--- src/rtl/acap_pkg.sv ---
package acap_pkg;

   // Sample layout carried by each packed input word
   typedef enum logic [1:0] {
      FMT_ST16 = 2'd0,
      FMT_ST8  = 2'd1,
      FMT_MO16 = 2'd2,
      FMT_MO8  = 2'd3
   } fmt_e;

   // Register word addresses
   localparam logic [2:0] RA_STAT  = 3'd0;
   localparam logic [2:0] RA_CTRL  = 3'd1;
   localparam logic [2:0] RA_BASEA = 3'd2;
   localparam logic [2:0] RA_BASEB = 3'd3;
   localparam logic [2:0] RA_SIZE  = 3'd4;

   localparam logic [31:0] SOFT_RESET_KEY = 32'h8000_0000;

   // Flag vector positions (status bits 3:0, enables 7:4, acks 11:8)
   localparam int FL_FULL_A = 0;
   localparam int FL_FULL_B = 1;
   localparam int FL_OVR    = 2;
   localparam int FL_BW     = 3;
   localparam int NUM_FLAGS = 4;

   localparam int BASE_ALIGN_BITS = 6;

   function automatic logic [2:0] samples_per_word(input fmt_e f);
      case (f)
         FMT_ST16: return 3'd1;
         FMT_ST8:  return 3'd2;
         FMT_MO16: return 3'd2;
         default:  return 3'd4;
      endcase
   endfunction

endpackage

--- src/rtl/acap_regs.sv ---
module acap_regs
   import acap_pkg::*;
#(
   parameter int ADDR_W = 32,
   parameter int SIZE_W = 16
) (
   input  logic                 clk,
   input  logic                 rst_n,
   input  logic                 reg_wr,
   input  logic [2:0]           reg_addr,
   input  logic [31:0]          reg_wdata,
   output logic [31:0]          reg_rdata,
   input  logic [NUM_FLAGS-1:0] flag_set,
   input  logic                 a_active,
   output logic                 run,
   output fmt_e                 fmt,
   output logic [ADDR_W-1:0]    base_a,
   output logic [ADDR_W-1:0]    base_b,
   output logic [SIZE_W-1:0]    size,
   output logic [NUM_FLAGS-1:0] ie,
   output logic [NUM_FLAGS-1:0] flags,
   output logic                 soft_rst
);

   localparam int BQ_W = ADDR_W - BASE_ALIGN_BITS;

   logic                 ctrl_wr;
   logic [NUM_FLAGS-1:0] ack;
   logic [BQ_W-1:0]      base_a_q;
   logic [BQ_W-1:0]      base_b_q;

   assign ctrl_wr  = reg_wr && (reg_addr == RA_CTRL);
   assign soft_rst = ctrl_wr && (reg_wdata == SOFT_RESET_KEY);
   assign ack      = (ctrl_wr && !soft_rst) ? reg_wdata[11:8] : '0;

   assign base_a = {base_a_q, {BASE_ALIGN_BITS{1'b0}}};
   assign base_b = {base_b_q, {BASE_ALIGN_BITS{1'b0}}};

   always_ff @(posedge clk) begin
      if (!rst_n || soft_rst) begin
         run      <= 1'b0;
         fmt      <= FMT_ST16;
         ie       <= '0;
         base_a_q <= '0;
         base_b_q <= '0;
         size     <= '0;
      end else if (reg_wr) begin
         case (reg_addr)
            RA_CTRL: begin
               run <= reg_wdata[0];
               fmt <= fmt_e'(reg_wdata[2:1]);
               ie  <= reg_wdata[7:4];
            end
            RA_BASEA: base_a_q <= reg_wdata[ADDR_W-1:BASE_ALIGN_BITS];
            RA_BASEB: base_b_q <= reg_wdata[ADDR_W-1:BASE_ALIGN_BITS];
            RA_SIZE:  size     <= reg_wdata[SIZE_W-1:0];
            default:  ;
         endcase
      end
   end

   // One sticky flag per condition: raise wins over acknowledge
   for (genvar i = 0; i < NUM_FLAGS; i++) begin : g_flag
      logic q;
      always_ff @(posedge clk) begin
         if (!rst_n || soft_rst) q <= 1'b0;
         else if (flag_set[i])   q <= 1'b1;
         else if (ack[i])        q <= 1'b0;
      end
      assign flags[i] = q;

      AST_ACK_CLEARS: assert property (@(posedge clk) disable iff (!rst_n)
         (ack[i] && !flag_set[i]) |=> !flags[i]);
      AST_SET_STICKS: assert property (@(posedge clk) disable iff (!rst_n)
         (flag_set[i] && !soft_rst) |=> flags[i]);
   end

   always_comb begin
      reg_rdata = '0;
      case (reg_addr)
         RA_STAT:  reg_rdata[4:0] = {a_active, flags};
         RA_CTRL:  reg_rdata[7:0] = {ie, 1'b0, fmt, run};
         RA_BASEA: reg_rdata[ADDR_W-1:0] = base_a;
         RA_BASEB: reg_rdata[ADDR_W-1:0] = base_b;
         RA_SIZE:  reg_rdata[SIZE_W-1:0] = size;
         default:  reg_rdata = '0;
      endcase
   end

   AST_KEY_RESET: assert property (@(posedge clk) disable iff (!rst_n)
      soft_rst |=> (!run && base_a == '0 && base_b == '0 && size == '0 && flags == '0));

endmodule

--- src/rtl/acap_engine.sv ---
module acap_engine
   import acap_pkg::*;
#(
   parameter int ADDR_W = 32,
   parameter int SIZE_W = 16
) (
   input  logic                 clk,
   input  logic                 rst_n,
   input  logic                 soft_rst,
   input  logic                 run,
   input  fmt_e                 fmt,
   input  logic [ADDR_W-1:0]    base_a,
   input  logic [ADDR_W-1:0]    base_b,
   input  logic [SIZE_W-1:0]    size,
   input  logic                 full_a,
   input  logic                 full_b,
   input  logic                 in_valid,
   input  logic [31:0]          in_data,
   output logic                 mem_valid,
   output logic [ADDR_W-1:0]    mem_addr,
   output logic [31:0]          mem_data,
   input  logic                 mem_ready,
   output logic                 a_active,
   output logic [NUM_FLAGS-1:0] flag_set
);

   localparam int CNT_W = SIZE_W + 1;
   localparam int OFF_W = SIZE_W;

   logic              act_b;
   logic [CNT_W-1:0]  cnt;
   logic [CNT_W-1:0]  cnt_nx;
   logic [OFF_W-1:0]  off;
   logic              pending;
   logic              take;
   logic              acc;
   logic              done;
   logic              full_act;
   logic              full_oth;
   logic [ADDR_W-1:0] wr_addr;

   assign pending  = mem_valid && !mem_ready;
   assign take     = run && in_valid;
   assign full_act = act_b ? full_b : full_a;
   assign full_oth = act_b ? full_a : full_b;
   assign acc      = take && !pending && !full_act;
   assign cnt_nx   = cnt + CNT_W'(samples_per_word(fmt));
   assign done     = acc && (cnt_nx >= CNT_W'(size));
   assign wr_addr  = (act_b ? base_b : base_a) + ADDR_W'({off, 2'b00});
   assign a_active = !act_b;

   always_comb begin
      flag_set            = '0;
      flag_set[FL_FULL_A] = done && !act_b;
      flag_set[FL_FULL_B] = done && act_b;
      flag_set[FL_OVR]    = done && full_oth;
      flag_set[FL_BW]     = take && pending;
   end

   always_ff @(posedge clk) begin
      if (!rst_n || soft_rst) begin
         mem_valid <= 1'b0;
         mem_addr  <= '0;
         mem_data  <= '0;
      end else if (acc) begin
         mem_valid <= 1'b1;
         mem_addr  <= wr_addr;
         mem_data  <= in_data;
      end else if (mem_ready) begin
         mem_valid <= 1'b0;
      end
   end

   always_ff @(posedge clk) begin
      if (!rst_n || soft_rst) begin
         act_b <= 1'b0;
         cnt   <= '0;
         off   <= '0;
      end else if (acc) begin
         if (done) begin
            cnt <= '0;
            off <= '0;
            if (!full_oth) act_b <= !act_b;
         end else begin
            cnt <= cnt_nx;
            off <= off + OFF_W'(1);
         end
      end else if (full_act && !full_oth) begin
         act_b <= !act_b;   // a buffer was freed after a stall
      end
   end

   AST_WORD_ALIGN: assert property (@(posedge clk) disable iff (!rst_n)
      mem_valid |-> (mem_addr[1:0] == 2'b00));
   AST_HOLD_PENDING: assert property (@(posedge clk) disable iff (!rst_n)
      (pending && !soft_rst) |=> (mem_valid && $stable(mem_addr) && $stable(mem_data)));
   AST_SWITCH_ON_DONE: assert property (@(posedge clk) disable iff (!rst_n)
      (done && !full_oth && !soft_rst) |=> (act_b != $past(act_b)));
   AST_DROP_WHEN_FULL: assert property (@(posedge clk) disable iff (!rst_n)
      (!mem_valid && full_act && !soft_rst) |=> !mem_valid);
   AST_IDLE_WHEN_STOPPED: assert property (@(posedge clk) disable iff (!rst_n)
      (!mem_valid && !run) |=> !mem_valid);

endmodule

--- src/rtl/acap_irq.sv ---
module acap_irq #(
   parameter int N = 4
) (
   input  logic         clk,
   input  logic         rst_n,
   input  logic [N-1:0] flags,
   input  logic [N-1:0] ie,
   output logic         irq
);

   logic [N-1:0] hit;

   for (genvar i = 0; i < N; i++) begin : g_src
      assign hit[i] = flags[i] && ie[i];

      AST_IRQ_RAISE: assert property (@(posedge clk) disable iff (!rst_n)
         ($rose(flags[i]) && ie[i]) |-> irq);
   end

   assign irq = |hit;

   AST_IRQ_CAUSE: assert property (@(posedge clk) disable iff (!rst_n)
      irq |-> (flags != '0));

endmodule

--- src/rtl/acap_dma.sv ---
module acap_dma
   import acap_pkg::*;
#(
   parameter int ADDR_W = 32,
   parameter int SIZE_W = 16
) (
   input  logic              clk,
   input  logic              rst_n,
   input  logic              reg_wr,
   input  logic [2:0]        reg_addr,
   input  logic [31:0]       reg_wdata,
   output logic [31:0]       reg_rdata,
   input  logic              in_valid,
   input  logic [31:0]       in_data,
   output logic              mem_valid,
   output logic [ADDR_W-1:0] mem_addr,
   output logic [31:0]       mem_data,
   input  logic              mem_ready,
   output logic              irq
);

   if (ADDR_W < 8 || ADDR_W > 32) begin : g_bad_addr_w
      $error("acap_dma: ADDR_W must lie in 8..32");
   end
   if (SIZE_W < 1 || SIZE_W > 30) begin : g_bad_size_w
      $error("acap_dma: SIZE_W must lie in 1..30");
   end
   if (SIZE_W + 2 > ADDR_W) begin : g_bad_span
      $error("acap_dma: a full buffer must fit in the address space");
   end

   logic                 run;
   fmt_e                 fmt;
   logic [ADDR_W-1:0]    base_a;
   logic [ADDR_W-1:0]    base_b;
   logic [SIZE_W-1:0]    size;
   logic [NUM_FLAGS-1:0] ie;
   logic [NUM_FLAGS-1:0] flags;
   logic [NUM_FLAGS-1:0] flag_set;
   logic                 soft_rst;
   logic                 a_active;

   acap_regs #(.ADDR_W(ADDR_W), .SIZE_W(SIZE_W)) u_regs (
      .clk       (clk),
      .rst_n     (rst_n),
      .reg_wr    (reg_wr),
      .reg_addr  (reg_addr),
      .reg_wdata (reg_wdata),
      .reg_rdata (reg_rdata),
      .flag_set  (flag_set),
      .a_active  (a_active),
      .run       (run),
      .fmt       (fmt),
      .base_a    (base_a),
      .base_b    (base_b),
      .size      (size),
      .ie        (ie),
      .flags     (flags),
      .soft_rst  (soft_rst)
   );

   acap_engine #(.ADDR_W(ADDR_W), .SIZE_W(SIZE_W)) u_engine (
      .clk       (clk),
      .rst_n     (rst_n),
      .soft_rst  (soft_rst),
      .run       (run),
      .fmt       (fmt),
      .base_a    (base_a),
      .base_b    (base_b),
      .size      (size),
      .full_a    (flags[FL_FULL_A]),
      .full_b    (flags[FL_FULL_B]),
      .in_valid  (in_valid),
      .in_data   (in_data),
      .mem_valid (mem_valid),
      .mem_addr  (mem_addr),
      .mem_data  (mem_data),
      .mem_ready (mem_ready),
      .a_active  (a_active),
      .flag_set  (flag_set)
   );

   acap_irq #(.N(NUM_FLAGS)) u_irq (
      .clk   (clk),
      .rst_n (rst_n),
      .flags (flags),
      .ie    (ie),
      .irq   (irq)
   );

endmodule

--- config.mk ---
export PLATFORM = sky130hd
export DESIGN_NAME = acap_dma
export DESIGN_NICKNAME = d
export VERILOG_FILES = /design/src/rtl/acap_pkg.sv /design/src/rtl/acap_regs.sv /design/src/rtl/acap_engine.sv /design/src/rtl/acap_irq.sv /design/src/rtl/acap_dma.sv
export SDC_FILE = /design/constraint.sdc
export NUM_CORES = 1
export LEC_CHECK = 0
export BUFFER_PORTS_ARGS = -buffer_cell sky130_fd_sc_hd__buf_2
export CAP_MARGIN = 10
export CELL_PAD_IN_SITES_DETAIL_PLACEMENT = 2
export CELL_PAD_IN_SITES_GLOBAL_PLACEMENT = 2
export CORE_MARGIN = 2
export CORE_UTILIZATION = 32
export CTS_CLUSTER_DIAMETER = 120
export DETAILED_ROUTE_END_ITERATION = 7
export HOLD_SLACK_MARGIN = 0.1
export PLACE_DENSITY = 0.82
export SLEW_MARGIN = 20
export SYNTH_ARGS = -nofsm -noshare
export SYNTH_HDL_FRONTEND = slang
export SYNTH_SLANG_ARGS = --single-unit
--- constraint.sdc ---
create_clock -name clk -period 4.8 [get_ports clk]
set_input_delay 0.96 -clock clk [delete_from_list [all_inputs] [get_ports clk]]
set_output_delay 0.96 -clock clk [all_outputs]
set_load 0.01 [all_outputs]
**Word-level counts from Yosys, hierarchy flattened**

Index checks and enable logic that the tools add are counted.

- Register bits: 178
- Input port bits: 72
- Output and inout port bits: 98
- Logic and storage cells: 94

- Add/sub/neg operators: 3
- Magnitude comparators: 1
- Equality and inequality tests: 9
- Multiplexer cells: 25
- Reductions and logical operators: 40

Operators with widths:

| operator | number |
|---|---|
| 32-bit by 18-bit adder with 32-bit output | 1 |
| 32-bit equality test, second input constant | 1 |
| 32-bit 2-to-1 mux | 1 |
| 16-bit case mux with 2 select lines | 1 |
| 8-bit case mux with 3 select lines | 1 |
| 17-bit by 3-bit adder with 17-bit output | 1 |
| 17-bit by 16-bit >= comparator with 1-bit output | 1 |
| 1-bit logical AND | 17 |
| 17-bit 2-to-1 mux | 1 |
| 16-bit by 1-bit adder with 16-bit output, second input constant | 1 |
| 1-bit 2-to-1 mux | 16 |
| 16-bit 2-to-1 mux | 1 |
| 5-bit case mux with 3 select lines | 1 |
| 3-bit case mux with 4 select lines | 1 |
| 2-bit nonzero test | 6 |
| 2-bit AND reduction | 4 |
| 1-bit zero test | 7 |
| 3-bit by 2-bit equality test with 1-bit output, second input constant | 2 |
| 3-bit case mux with 2 select lines | 1 |
| 4-bit 2-to-1 mux | 1 |
| 2-bit inequality test, second input constant | 2 |
| 4-bit OR reduction | 1 |
| 3-bit by 1-bit equality test with 1-bit output, second input constant | 1 |
| 3-bit equality test, second input constant | 1 |
| 7 further kinds | 7 |

**Depth between registers and ports, before layout**

- Depth in word-level cells: 8
- Gate-level depth with buffers: 17

**Cells and area by module**

From an unflattened synthesis, not the netlist that was laid out.

- Cell total of the unflattened synthesis: 1,149
- Area total of the unflattened synthesis: 9,776.9 um^2

By module, submodules not included:

| module | instances | cells an instance | area each (um^2) | sequential area each (um^2) |
|---|---|---|---|---|
| acap_engine | 1 | 715 | 5,826.8 | 1,981.9 |
| acap_regs | 1 | 431 | 3,931.3 | 1,581.5 |
| acap_irq | 1 | 3 | 18.8 | 0.0 |

**Least setup slack after synthesis**

OpenSTA, ideal clock, no wires.

- Path type: register to register
- From: reg u_regs.fmt[0]
- To: reg u_engine.cnt[15]
- Setup time: 76 ps
- Data arrival time: 3,687 ps
- Data required time: 4,724 ps
- Path slack: 1,037 ps
- Cell stages (with the launch flop): 17
- Buffers on the path: 1
- Period minus slack after synthesis: 3,763 ps
- Path through: dfxtp_1 > inv_1 > ha_1 > inv_1 > fa_1 > nor2b_1 > o2111ai_2 > nor3_1 > xor2_1 > ha_1 > a21o_1 > a221o_1 > a31oi_1 > o21a_1 > clkbuf_1 > a31oi_1 > o22ai_1

- Longest elaborated chain between the ends: 7
- Elaborated cells on any way between the ends: 9
- Classes of those cells: add/sub: 1; order compare: 1; eq/ne: 2; mux: 2; reduce/logical: 3

RTL lines:

| what | line | source |
|---|---|---|
| start: declaration | acap_regs.sv:16 | `output fmt_e fmt,` |
| start signal: assignment | acap_regs.sv:51 | `fmt <= fmt_e'(reg_wdata[2:1]);` |
| 2-bit by 1-bit equality test with 1-bit output or 2-bit equality test (tied branches) | acap_pkg.sv:30 | `case (f)` |
| 2-bit OR reduction (no line) | n/a |  |
| 3-bit case mux with 2 select lines * | acap_pkg.sv:30 |  |
| 17-bit by 3-bit adder with 17-bit output * | acap_engine.sv:47 | `assign cnt_nx = cnt + CNT_W'(samples_per_word(fmt));` |
| 17-bit by 16-bit >= comparator with 1-bit output | acap_engine.sv:48 | `assign done = acc && (cnt_nx >= CNT_W'(size));` |
| 1-bit logical AND | acap_engine.sv:48 |  |
| 17-bit 2-to-1 mux * | acap_engine.sv:80 | `if (done) begin` |
| end signal: assignment | acap_engine.sv:85 | `cnt <= cnt_nx;` |
| end: declaration | acap_engine.sv:31 | `logic [CNT_W-1:0] cnt;` |

Every way passes the cells marked *; elsewhere a longest branch is shown, timed or not.
A chain may end at the register's enable or synchronous reset.

**Worst setup path after layout**

- From: reg u_regs.fmt[1]
- To: reg u_engine.cnt[7]

Same word-level chain as after synthesis.

==> metrics.json <==
{
  "floorplanning": {
    "fp-row-count": 63,
    "start_util": 0.323,
    "die_width_um": 176,
    "die_height_um": 176,
    "io_pins": 170,
    "die_area_um2": 31100,
    "design.core.area_um2": 29500
  },
  "setup_path": {
    "critical_path_peak_fanout": 12,
    "cp.required_ns": 5.16,
    "critPathCaptureType": "register",
    "worst_ep_arrival_time_ns": 4.64,
    "crit_path_start": "u_regs.fmt[1]$_SDFFE_PP0P_",
    "r2r_slack_ns": 0.52,
    "timing.reg2reg.worst_path_depth": 16,
    "critical_path_class": "register to register",
    "worst_flop_to_flop_path_endpoint": "u_engine.cnt[7]$_SDFFE_PP0P_",
    "r2r-start": "u_regs.fmt[1]$_SDFFE_PP0P_",
    "setup.worst_path.start_class": "register",
    "critical_path.endpoint": "u_engine.cnt[7]$_SDFFE_PP0P_"
  },
  "clock_tree": {
    "cts_tree": "built",
    "cts.repair_timing.setup_buffer_count": 0,
    "cts_sinks": 176,
    "clk_pin_slew_ns": 0.07,
    "cts_root_buf": "clkbuf_16",
    "cts.htree.levels": 4,
    "worst_skew_late_latency_ns": 0.45,
    "cts-buffers-inserted": 17,
    "ctsLongestPathBuffers": 2
  },
  "pwr": {
    "power_mw": 3.26,
    "leakagePower_nw": 4.34,
    "power_density_nw_per_um2": 288,
    "irDropWorstVdd_mv": 0.195
  },
  "drt": {
    "first_iter_violations": 425,
    "detail_route.vias_per_cell": 5.52,
    "detail_route.wl_per_cell_um": 21.2,
    "drcViolationCount": 0,
    "drt_pre_antenna_iters": 5,
    "detailroute.via_count": 9841,
    "final_antenna_net_count": 0,
    "routed_wirelength_um": 37800
  },
  "place": {
    "place.detailed.hpwl_um": 26200,
    "place.gp.congestion": 0.815,
    "minimum_setup_slack_after_placement_ns": 0.334,
    "io_buffer_count": 167
  },
  "synthesis": {
    "yosysSeqAreaShare": 0.370,
    "synth_flop_cell": "dfxtp_1",
    "async_reset_ff_frac": 0,
    "ys_ff_latch": 176,
    "synth-edff-count": 0,
    "post_synth_num_cell_types": 63,
    "yosysWarnings": 0,
    "avgSynthCellArea_um2": 7.58,
    "netlist_instances": 1255,
    "mappedNetlistArea_um2": 9520
  },
  "run_status": {
    "outcome": "finished, final reports clean"
  },
  "job": {
    "drv.max_cap_violation_count": 0
  },
  "timing": {
    "min_period_ns": 4.28,
    "finalSetupViolations": 0,
    "final-max-slew-violation-count": 0,
    "worstMarginPinSlew_ns": 0.920,
    "hold_violations": 0,
    "fin_setup_tns_ns": 0,
    "worst_slew_margin_rel": 0.380,
    "whs_ns": 0.451,
    "finClkSkew_ns": 0.0136,
    "final_critical_path_setup_slack_ns": 0.518,
    "achievable-frequency_mhz": 234,
    "rsz0062_at_grt": "no",
    "timing.final.crit_share": 0.892
  },
  "global_routing": {
    "grt_antenna_before_repair": 2,
    "grt.total_usage": 0.245,
    "via_count_of_the_first_global_routing_pass": 10681,
    "grt_overflow": 0,
    "first_pass_grt_wire_length_um": 59700,
    "maximum_number_of_pins_on_one_net_before_global_route_repair": 115
  },
  "layout": {
    "syn2layout_area_growth_pct": 18.8,
    "final_util": 0.384,
    "num-nets-final": 1487,
    "drive_gt1_frac": 0.184
  },
  "min_path": {
    "hold_class": "register to register",
    "holdPathStages": 2
  }
}
==> where the power goes <==
group	switching [mW]	internal, mW
Clock	0.665	0.846
Combinational	0.172	0.0837
Sequential	0.0169	1.48
Total	0.854	2.41
==> cell families after synthesis <==
family                   share of synthesized area
flip-flops                                   0.370
other                                     0.000394
XOR/XNOR                                    0.0267
buffers and inverters                       0.0518
AND/OR/NAND/NOR                              0.269
AO/OA/AOI/OAI                                0.179
multiplexers                                0.0533
adder cells (fa/ha/maj)                     0.0489
==> worst max-delay path: stages, from the launching register on <==
cell and delay (ns):
dfxtp_1 0.39, inv_1 0.06, ha_1 0.30, inv_1 0.06, fa_1 0.42, nor2b_1 0.31, o2111ai_2 0.28, nor3_1 0.29
xor2_1 0.17, ha_1 0.25, and3_1 0.21, a221o_1 0.30, a31oi_1 0.35, o21a_4 0.30, buf_4 0.20, nand4_1 0.12
a21oi_1 0.18
==> Yosys cell counts, drive strengths merged, types with 16 or more instances <==
library cell / n / area [um^2]
nand4: 22 / 138
inv: 30 / 113
o2111ai: 16 / 146
nand2: 309 / 1160
ha: 34 / 425
mux2i: 30 / 300
mux2: 18 / 206
nor2: 61 / 229
nor3: 28 / 150
o21ai: 34 / 174
buf: 38 / 200
dfxtp: 176 / 3520
a21oi: 164 / 825
clkbuf: 48 / 180
nand3: 46 / 230
==> worst min path at each step <==
stage,start,endpoint
3_3_place_gp,u_engine.mem_data[28]$_SDFFE_PP0P_,u_engine.mem_data[28]$_SDFFE_PP0P_
5_1_grt,u_engine.mem_data[29]$_SDFFE_PP0P_,u_engine.mem_data[29]$_SDFFE_PP0P_
3_5_place_dp,u_engine.mem_data[20]$_SDFFE_PP0P_,u_engine.mem_data[20]$_SDFFE_PP0P_
4_1_cts,u_engine.mem_data[20]$_SDFFE_PP0P_,u_engine.mem_data[20]$_SDFFE_PP0P_
6_report,u_engine.mem_data[15]$_SDFFE_PP0P_,u_engine.mem_data[15]$_SDFFE_PP0P_
2_1_floorplan,u_engine.cnt[0]$_SDFFE_PP0P_,u_engine.cnt[0]$_SDFFE_PP0P_
==> per-stage QoR <==
stage	instance area, um^2	instances
detailed placement	10700	1750
finish	11300	1784
global placement	10700	1750
global route	11300	1783
CTS	11300	1782
floorplan	9520	1256
==> cell type report <==
cell class | count | area, um^2
diodes | 2 | 5.00
clock buffers | 19 | 443
clock inverters | 13 | 174
fillers | 3492 | 18200
inverters | 30 | 113
multi-input cells | 964 | 5540
flip-flops and latches | 176 | 3520
well taps | 390 | 488
repair buffers | 190 | 1020
==> registers in the layout, summed over array words and instances, names as in the netlist <==
signal / count
u_engine.act_b: 1
u_engine.cnt: 17
u_engine.mem_addr: 30
u_engine.mem_data: 32
u_engine.mem_valid: 1
u_engine.off: 16
u_regs.base_a_q: 26
u_regs.base_b_q: 26
u_regs.fmt: 2
u_regs.g_flag.q: 4
u_regs.ie: 4
u_regs.run: 1
u_regs.size: 16
==> routing by layer <==
layer | share of wire | global-route usage | up-vias
li1 | - | - | 4614
met1 | 0.42 | 0.288 | 4970
met2 | 0.51 | 0.435 | 195
met3 | 0.033 | 0.0347 | 62
met4 | 0.041 | 0.122 | 0
met5 | 0 | 0 | -
==> repair_timing <==
item	in CTS	in global routing
hold buffers	0	0
endpoints found under the setup margin	0	25
gates resized for setup	0	2
==> placed cells by master (no fill, tap or decap), drive strengths merged, types with 15 or more instances in the layout <==
master / n
o21ai: 34
dfxtp: 176
mux2: 18
clkbuf: 19
xnor2: 15
nand4: 22
o2111ai: 16
nand2: 309
buf: 190
inv: 36
nor3: 28
ha: 34
and2: 15
a21oi: 164
nand3: 46
mux2i: 30
nor2: 61
Note: power is estimated with default switching activity, not from simulation.
